$ cat config.mk
export PLATFORM = sky130hd
export DESIGN_NAME = irq_sequencer
export DESIGN_NICKNAME = d
export VERILOG_FILES = /design/src/rtl/irq_seq_pkg.sv /design/src/rtl/nmi_track.sv /design/src/rtl/timer_cmp.sv /design/src/rtl/flag_defer.sv /design/src/rtl/irq_sequencer.sv
export SDC_FILE = /design/constraint.sdc
export NUM_CORES = 1
export LEC_CHECK = 0
export BUFFER_PORTS_ARGS = -buffer_cell sky130_fd_sc_hd__buf_2
export CORE_MARGIN = 4
export CORE_UTILIZATION = 55
export CTS_BUF_LIST = sky130_fd_sc_hd__clkbuf_8
export CTS_CLUSTER_DIAMETER = 120
export CTS_CLUSTER_SIZE = 14
export DETAILED_ROUTE_END_ITERATION = 10
export HOLD_SLACK_MARGIN = 0.12
export PLACE_DENSITY = 0.8
export SYNTH_ARGS = -nofsm -noshare
export SYNTH_HDL_FRONTEND = slang
export SYNTH_SLANG_ARGS = --single-unit
$ cat constraint.sdc
create_clock -name clk -period 7.3 [get_ports clk]
set_clock_uncertainty 0.15 [all_clocks]
set_input_delay 1.825 -clock clk [delete_from_list [all_inputs] [get_ports clk]]
set_output_delay 1.825 -clock clk [all_outputs]
set_load 0.1 [all_outputs]
$ cat src/rtl/irq_seq_pkg.sv
package irq_seq_pkg;

    typedef enum logic [2:0] {
        SQ_IDLE  = 3'd0,
        SQ_SLEEP = 3'd1,
        SQ_WAKE  = 3'd2,
        SQ_NMI   = 3'd3,
        SQ_IRQ   = 3'd4,
        SQ_FETCH = 3'd5
    } seq_state_t;

    typedef enum logic [1:0] {
        FR_NONE  = 2'd0,
        FR_SET   = 2'd1,
        FR_CLEAR = 2'd2
    } flag_req_t;

endpackage

$ cat src/rtl/nmi_track.sv
module nmi_track #(
    parameter int POS_W = 16
) (
    input  logic             clk,
    input  logic             rst_n,
    input  logic             arm,
    input  logic [POS_W-1:0] arm_pos,
    input  logic [POS_W-1:0] cycle_pos,
    input  logic             take,
    output logic             due,
    output logic [POS_W-1:0] pos_q
);
    localparam logic [POS_W-1:0] PARKED = '1;

    logic pend_q;

    always_ff @(posedge clk or negedge rst_n) begin
        if (!rst_n) begin
            pend_q <= 1'b0;
            pos_q  <= PARKED;
        end else if (arm) begin
            pend_q <= 1'b1;
            pos_q  <= arm_pos;
        end else if (take) begin
            pend_q <= 1'b0;
            pos_q  <= PARKED;
        end
    end

    assign due = pend_q && (cycle_pos >= pos_q);

endmodule

$ cat src/rtl/timer_cmp.sv
module timer_cmp #(
    parameter int POS_W = 16
) (
    input  logic             clk,
    input  logic             rst_n,
    input  logic             load,
    input  logic [POS_W-1:0] load_pos,
    input  logic             ack,
    input  logic [POS_W-1:0] cycle_pos,
    output logic             line,
    output logic [POS_W-1:0] pos_q
);
    localparam logic [POS_W-1:0] OFF = '1;

    logic hit;

    assign hit = (pos_q != OFF) && (cycle_pos >= pos_q);

    always_ff @(posedge clk or negedge rst_n) begin
        if (!rst_n) begin
            pos_q <= OFF;
        end else if (load) begin
            pos_q <= load_pos;
        end else if (hit) begin
            pos_q <= OFF;
        end
    end

    always_ff @(posedge clk or negedge rst_n) begin
        if (!rst_n) begin
            line <= 1'b0;
        end else if (hit) begin
            line <= 1'b1;
        end else if (ack) begin
            line <= 1'b0;
        end
    end

endmodule

$ cat src/rtl/flag_defer.sv
module flag_defer
    import irq_seq_pkg::*;
(
    input  logic clk,
    input  logic rst_n,
    input  logic req_vld,
    input  logic req_set,
    input  logic apply,
    output logic flag_q,
    output logic flag_next
);
    flag_req_t req_q;

    always_comb begin
        unique case (req_q)
            FR_SET:   flag_next = 1'b1;
            FR_CLEAR: flag_next = 1'b0;
            default:  flag_next = flag_q;
        endcase
    end

    always_ff @(posedge clk or negedge rst_n) begin
        if (!rst_n) begin
            flag_q <= 1'b1;
        end else if (apply) begin
            flag_q <= flag_next;
        end
    end

    always_ff @(posedge clk or negedge rst_n) begin
        if (!rst_n) begin
            req_q <= FR_NONE;
        end else if (req_vld) begin
            req_q <= req_set ? FR_SET : FR_CLEAR;
        end else if (apply) begin
            req_q <= FR_NONE;
        end
    end

endmodule

$ cat src/rtl/irq_sequencer.sv
module irq_sequencer
    import irq_seq_pkg::*;
#(
    parameter int POS_W   = 16,
    parameter int CPU_CYC = 6,
    parameter int DOT_CYC = 4,
    parameter int PEN_W   = 8
) (
    input  logic             clk,
    input  logic             rst_n,
    input  logic             boundary,
    input  logic             wait_i,
    input  logic [POS_W-1:0] cycle_pos,
    input  logic             nmi_arm,
    input  logic [POS_W-1:0] nmi_pos,
    input  logic             tmr_load,
    input  logic [POS_W-1:0] tmr_pos,
    input  logic             tmr_ack,
    input  logic             ext_irq,
    input  logic             flag_req_vld,
    input  logic             flag_req_set,
    output logic             take_nmi,
    output logic             take_irq,
    output logic             do_fetch,
    output logic             wake,
    output logic [PEN_W-1:0] wake_cycles,
    output logic             iflag,
    output logic             irq_line
);
    localparam int               PEN_VAL  = 2 * CPU_CYC + DOT_CYC / 2;
    localparam logic [PEN_W-1:0] WAKE_PEN = PEN_W'(PEN_VAL);

    seq_state_t      state_q, state_d;
    logic            nmi_due, irq_any, nmi_taking, apply, flag_next;
    logic [POS_W-1:0] nmi_pos_q, tmr_pos_q;

    nmi_track #(.POS_W(POS_W)) u_nmi (
        .clk      (clk),
        .rst_n    (rst_n),
        .arm      (nmi_arm),
        .arm_pos  (nmi_pos),
        .cycle_pos(cycle_pos),
        .take     (nmi_taking),
        .due      (nmi_due),
        .pos_q    (nmi_pos_q)
    );

    timer_cmp #(.POS_W(POS_W)) u_tmr (
        .clk      (clk),
        .rst_n    (rst_n),
        .load     (tmr_load),
        .load_pos (tmr_pos),
        .ack      (tmr_ack),
        .cycle_pos(cycle_pos),
        .line     (irq_line),
        .pos_q    (tmr_pos_q)
    );

    flag_defer u_flag (
        .clk      (clk),
        .rst_n    (rst_n),
        .req_vld  (flag_req_vld),
        .req_set  (flag_req_set),
        .apply    (apply),
        .flag_q   (iflag),
        .flag_next(flag_next)
    );

    assign irq_any = irq_line | ext_irq;

    function automatic seq_state_t decide(input logic n_due, input logic i_any,
                                          input logic mask);
        if (n_due)
            return SQ_NMI;
        else if (i_any && !mask)
            return SQ_IRQ;
        else
            return SQ_FETCH;
    endfunction

    always_comb begin
        state_d = state_q;
        unique case (state_q)
            SQ_IDLE: begin
                if (boundary) begin
                    if (wait_i)
                        state_d = (nmi_due || irq_any) ? SQ_WAKE : SQ_SLEEP;
                    else
                        state_d = decide(nmi_due, irq_any, iflag);
                end
            end
            SQ_SLEEP: begin
                if (nmi_due || irq_any)
                    state_d = SQ_WAKE;
            end
            SQ_WAKE:  state_d = decide(nmi_due, irq_any, iflag);
            SQ_NMI,
            SQ_IRQ,
            SQ_FETCH: state_d = SQ_IDLE;
            default:  state_d = SQ_IDLE;
        endcase
    end

    assign apply      = ((state_q == SQ_IDLE) || (state_q == SQ_WAKE)) &&
                        ((state_d == SQ_NMI) || (state_d == SQ_IRQ) ||
                         (state_d == SQ_FETCH));
    assign nmi_taking = (state_d == SQ_NMI) && (state_q != SQ_NMI);

    always_ff @(posedge clk or negedge rst_n) begin
        if (!rst_n)
            state_q <= SQ_IDLE;
        else
            state_q <= state_d;
    end

    always_comb begin
        take_nmi    = 1'b0;
        take_irq    = 1'b0;
        do_fetch    = 1'b0;
        wake        = 1'b0;
        wake_cycles = '0;
        unique case (state_q)
            SQ_NMI:   take_nmi = 1'b1;
            SQ_IRQ:   take_irq = 1'b1;
            SQ_FETCH: do_fetch = 1'b1;
            SQ_WAKE: begin
                wake        = 1'b1;
                wake_cycles = WAKE_PEN;
            end
            default: ;
        endcase
    end

endmodule

== Yosys cells after proc, flatten, opt, wreduce, memory -nomap -nowiden ==
Index checks and enable logic that the tools add are counted.
Word-level totals
  bits in registers: 40
  latch bits: 0
  memory bits (writable): 0
  ROM bits: 0
  bits of input ports: 58
  output and inout bits: 14
  memories kept: 0
Cells by class
  add/sub/neg operators: 0
  multiply operators: 0
  divide/modulo/power cells: 0
  magnitude comparators: 2
  equal/unequal tests: 12
  shift-type cells: 0
  muxes and demuxes: 24
  bitwise logic cells: 1
  reduce and logical (&&, ||, !) cells: 17
Operators with widths (number)
  16-bit 2-to-1 mux: 4
  16-bit greater-or-equal comparator: 2
  16-bit inequality test, second input constant: 1
  3-bit == test, second input constant: 4
  3-bit 2-to-1 mux: 4
  2-bit nonzero test: 5
  3-bit by 2-bit == test with 1-bit output, second input constant: 3
  1-bit 2-to-1 mux: 9
  3-bit one-hot mux with 3 select lines: 1
  2-bit 2-to-1 mux: 4
  1-bit logical AND: 5
  1-bit logical OR: 4
  4-bit 2-to-1 mux: 1
  3-bit by 1-bit == test with 1-bit output, second input constant: 1
  3-bit logical NOT: 1
  3-bit by 2-bit inequality test with 1-bit output, second input constant: 1
  2-bit by 1-bit == test with 1-bit output, second input constant: 1
  2-bit == test, second input constant: 1
  1-bit one-hot mux with 2 select lines: 1
  2-bit AND reduction: 1
  1-bit logical NOT: 1
  1-bit bitwise OR: 1

== Depth between registers and ports, before layout ==
  depth after elaboration: 13
  gate-level depth with buffers: 9
  gate-level depth less buffers: 8

== Cells and area by module ==
From an unflattened synthesis, not the netlist that was laid out.
Unflattened totals
  cell total of the unflattened synthesis: 291
  area, all modules: 2695.1 um^2
Modules (own cells, without submodules)
  timer_cmp: instances 1, cells each 117, area an instance 1191.1 um^2, seq. area each 445.4 um^2
  nmi_track: instances 1, cells each 127, area an instance 1081.0 um^2, seq. area each 445.4 um^2
  irq_sequencer: instances 1, cells each 35, area an instance 265.3 um^2, seq. area each 75.1 um^2
  flag_defer: instances 1, cells each 12, area an instance 157.7 um^2, seq. area each 76.3 um^2

== Worst setup path before layout ==
Ideal clock, no wire load.
  kind: register to output
  from: reg state_q[2]
  to: out take_irq
  arrival time: 2646 ps
  data required time: 5325 ps
  path slack: 2679 ps
  stages on the path, launching flop included: 2
  buffers on the path: 0
  cells stage by stage: dfrtp_1 -> nor3b_1
Between the ends
  word-level cells in the longest chain between the ends: 2
Ends and longest elaborated chain
  start, declared: RTL line irq_sequencer.sv:33  | seq_state_t state_q, state_d;
  start signal, assigned: RTL line irq_sequencer.sv:113  | state_q <= state_d;
  3-bit == test: RTL line irq_sequencer.sv:122  | unique case (state_q)
  1-bit 2-to-1 mux: RTL line irq_sequencer.sv:122
  end, declared: RTL line irq_sequencer.sv:23  | output logic take_irq,
Every way passes these cells.

== Final worst setup path ==
  from: in cycle_pos[14]
  to: reg u_nmi.pend_q
Between the ends
  word-level cells in the longest chain between the ends: 10
  elaborated cells on any way between the ends: 12
Ends and longest elaborated chain
  start, declared: RTL line irq_sequencer.sv:13  | input logic [POS_W-1:0] cycle_pos,
  16-bit greater-or-equal comparator (*): RTL line nmi_track.sv:30  | assign due = pend_q && (cycle_pos >= pos_q);
  1-bit logical AND (*): RTL line nmi_track.sv:30
  1-bit logical OR: RTL line irq_sequencer.sv:87, irq_sequencer.sv:93
  2-bit 2-to-1 mux: RTL line irq_sequencer.sv:87  | state_d = (nmi_due || irq_any) ? SQ_WAKE : SQ_SLEEP;
  3-bit 2-to-1 mux: RTL line irq_sequencer.sv:86  | if (wait_i)
  3-bit 2-to-1 mux: RTL line irq_sequencer.sv:85  | if (boundary) begin
  3-bit one-hot mux with 3 select lines (*): RTL line irq_sequencer.sv:83  | unique case (state_q)
  3-bit by 2-bit == test with 1-bit output (*): RTL line irq_sequencer.sv:107  | assign nmi_taking = (state_d == SQ_NMI) && (state_q != SQ_NMI);
  1-bit logical AND (*): RTL line irq_sequencer.sv:107
  2-bit nonzero test (no line) (*)
  end signal, assigned: RTL line nmi_track.sv:19  | pend_q <= 1'b0;
  end signal, assigned: RTL line nmi_track.sv:22  | pend_q <= 1'b1;
  end signal, assigned: RTL line nmi_track.sv:25  | pend_q <= 1'b0;
  end, declared: RTL line nmi_track.sv:15  | logic pend_q;
Every way passes the cells marked *; elsewhere a longest branch is shown, timed or not.
A chain may end at the register's enable or synchronous reset.

==> results.yml <==
outcome:
  status: "finished, final reports clean"
timing:
  worst_pin_slew_ns: 0.899
  hold_viol_final: 0
  min_period_over_period_pct: 53.3
  fmax_mhz: 257
  whs_ns: 0.357
  maxSlewViolCount: 0
  rsz0062_at_grt: "false"
  relSlewSlack_pct: 40.0
  finalSetupViolCount: 0
  fin_crit_ns: 3.89
  totalNegativeSetupSlack_ns: 0
clocking:
  cts_sinks: 40
  cts_tree: "done"
  clk_pin_slew_ns: 0.07
  cts_buffers: 5
  clock-root-buffer: "clkbuf_8"
  cts_max_level: 2
  post_cts_resized: 0
  insertion_delay_ns: 0.29
  clockBufferDepth: 2
  cts_setup_buffers: 0
  cts_hold_buffers: 0
cells_and_area:
  multi_input_area_sq_um: 1400
  layout_commonest_cell: "buf_2"
  area_growth_pct: 15.4
  mostFrequentLayoutCells: "buf_2 (66), inv_1 (37), ha_1 (33), dfstp_2 (33), nand2_1 (24)"
  diodes: 0
  drive_above_1_share_pct: 36.0
  fin_nets: 423
  fillers: 390
  seqCellArea_sq_um: 1040
  final_cells: 387
  fin_area_sq_um: 3070
power_and_ir_drop:
  p_per_area_nw_per_um2: 276
  vdd_drop_max_mv: 0.359
  p_leak_nw: 1.59
  finalPower_w: 0.000846
run:
  maxCapViolCount: 0
setup_path:
  crit_required_ns: 7.34
  regToRegStartpoint: "u_nmi.pos_q[14]"
  end_kind: "flip-flop"
  reg2reg_to: "u_nmi.pend_q"
  r2r_cells: 8
  critical_path_class: "input port to flip-flop"
  start_kind: "input port"
  cp_max_fo: 17
  crit_arrival_ns: 3.93
  timing.reg2reg.setup_slack_ns: 4.48
logic_synthesis:
  ys_seq_area_share_pct: 39.2
  ys_ff_latch: 40
  syn_inst: 271
  syn_area_per_cell_sq_um: 9.81
  syn-cell-area_sq_um: 2660
  yosys_warnings: 0
  async_flop_share_pct: 100
  synth-edff-count: 0
  ys.flop_type: "dfstp_2"
  ys_types: 43
drt:
  drt_pre_antenna_iters: 4
  wl_per_cell_um: 14.5
  num_vias: 2098
  viasPerCell: 5.42
  first_iter_violations: 87
  wirelength_um: 5610
  drc: 0
  final_antenna_net_count: 0
placed_design:
  dp.cells: 379
  dp_hpwl_um: 4310
  gp_congestion: 0.857
  dpl_cell_area_sq_um: 2980
  port-buffer-count: 66
global_route:
  grt_usage_pct: 19.8
  grt_pass1_wl_um: 9470
  antenna_found_initial: 0
  grt_max_degree: 41
  grt_pass1_vias: 2091
  grt.overflow.total: 0
worst_hold_path:
  hold_path.class: "flip-flop to flip-flop"
  whs_endpoint: "u_nmi.pend_q"
  holdPathStages: 1
  hp-start: "u_nmi.pend_q"
floorplanning:
  coreArea_sq_um: 4690
  num_rows: 25
  pin_count: 72
  die_w_um: 77.5
  dieHeight_um: 77.5
  initial_core_util_pct: 56.7
  die_area_sq_um: 6010
## worst max-delay path: stages
cell,delay (ns)
buf_2,0.11
ha_1,0.29
nand4_1,0.15
or3_1,0.38
or4_1,0.46
a41oi_4,0.34
nand2_4,0.22
o21a_1,0.16
## cell usage after synthesis (3+ instances only)
library cell	instances	area [sq um]
ha_1	33	413
inv_1	35	131
o211ai_2	9	113
o211ai_1	6	45.0
nand3_1	4	20.0
nor2_1	10	37.5
dfrtp_1	7	175
nand4_1	9	56.3
a21o_1	5	37.5
o31a_1	16	140
nand2b_1	18	113
nand2_1	24	90.1
a21oi_1	8	40.0
dfstp_2	33	867
buf_4	8	60.1
nor4_1	3	18.8
o21ai_0	7	35.0
clkbuf_1	7	26.3
## worst max-delay path by stage
stage	from	slack (ns)	to	cells after the start
2_1_floorplan	state_q[2]	2.68	take_irq	1
3_3_place_gp	cycle_pos[14]	3.15	u_nmi.pend_q	8
3_5_place_dp	cycle_pos[13]	3.10	u_nmi.pend_q	8
4_1_cts	cycle_pos[14]	3.42	u_nmi.pend_q	8
5_1_grt	cycle_pos[14]	3.28	u_nmi.pend_q	8
6_report	cycle_pos[14]	3.41	u_nmi.pend_q	8
## state kept, by name, indices dropped and copies added (netlist names)
name / cells
state_q: 3
u_flag.flag_q: 1
u_flag.req_q: 2
u_nmi.pend_q: 1
u_nmi.pos_q: 16
u_tmr.line: 1
u_tmr.pos_q: 16
## metrics by stage
stage	worst slack (ns)	util, %
4_1_cts	3.42	65.4
2_1_floorplan	2.68	-
3_3_place_gp	3.15	63.5
6_report	3.41	65.4
3_5_place_dp	3.10	63.5
5_1_grt	3.28	65.4
## report_power, final
group | total (W) | internal (W) | switching [W]
Clock | 0.000149 | 0.0000743 | 0.0000751
Sequential | 0.000321 | 0.000289 | 0.0000328
Combinational | 0.000375 | 0.000108 | 0.000267
Total | 0.000846 | 0.000471 | 0.000375
## final cells by class
| type | instances | area share, % |
|---|---|---|
| clock inverter | 2 | 0.245 |
| multi-input combinational | 183 | 45.6 |
| sequential | 40 | 34.0 |
| tap | 54 | 2.20 |
| clock buffer | 6 | 2.69 |
| inverter | 35 | 4.28 |
| timing repair buffer | 67 | 11.0 |
## cells by family (layout without fill, tap and decap cells)
| group | Yosys count | after routing | synth area share [%] |
|---|---|---|---|
| buf+inv | 52 | 110 | 8.75 |
| mux | 2 | 2 | 0.753 |
| fa+ha+maj | 33 | 33 | 15.5 |
| other cells | 1 | 5 | 0.141 |
| simple gates | 80 | 80 | 16.0 |
| compound gates | 63 | 63 | 19.6 |
| flops | 40 | 40 | 39.2 |
## metal layers
metal	GRT usage [%]	part of all wire [%]	vias up
met1	26.7	47	970
met3	4.41	5.9	5
met2	31.5	46	60
li1	-	-	1063
met5	0	0	-
met4	6.94	1.0	0
Note: power is estimated with default switching activity, not from simulation.
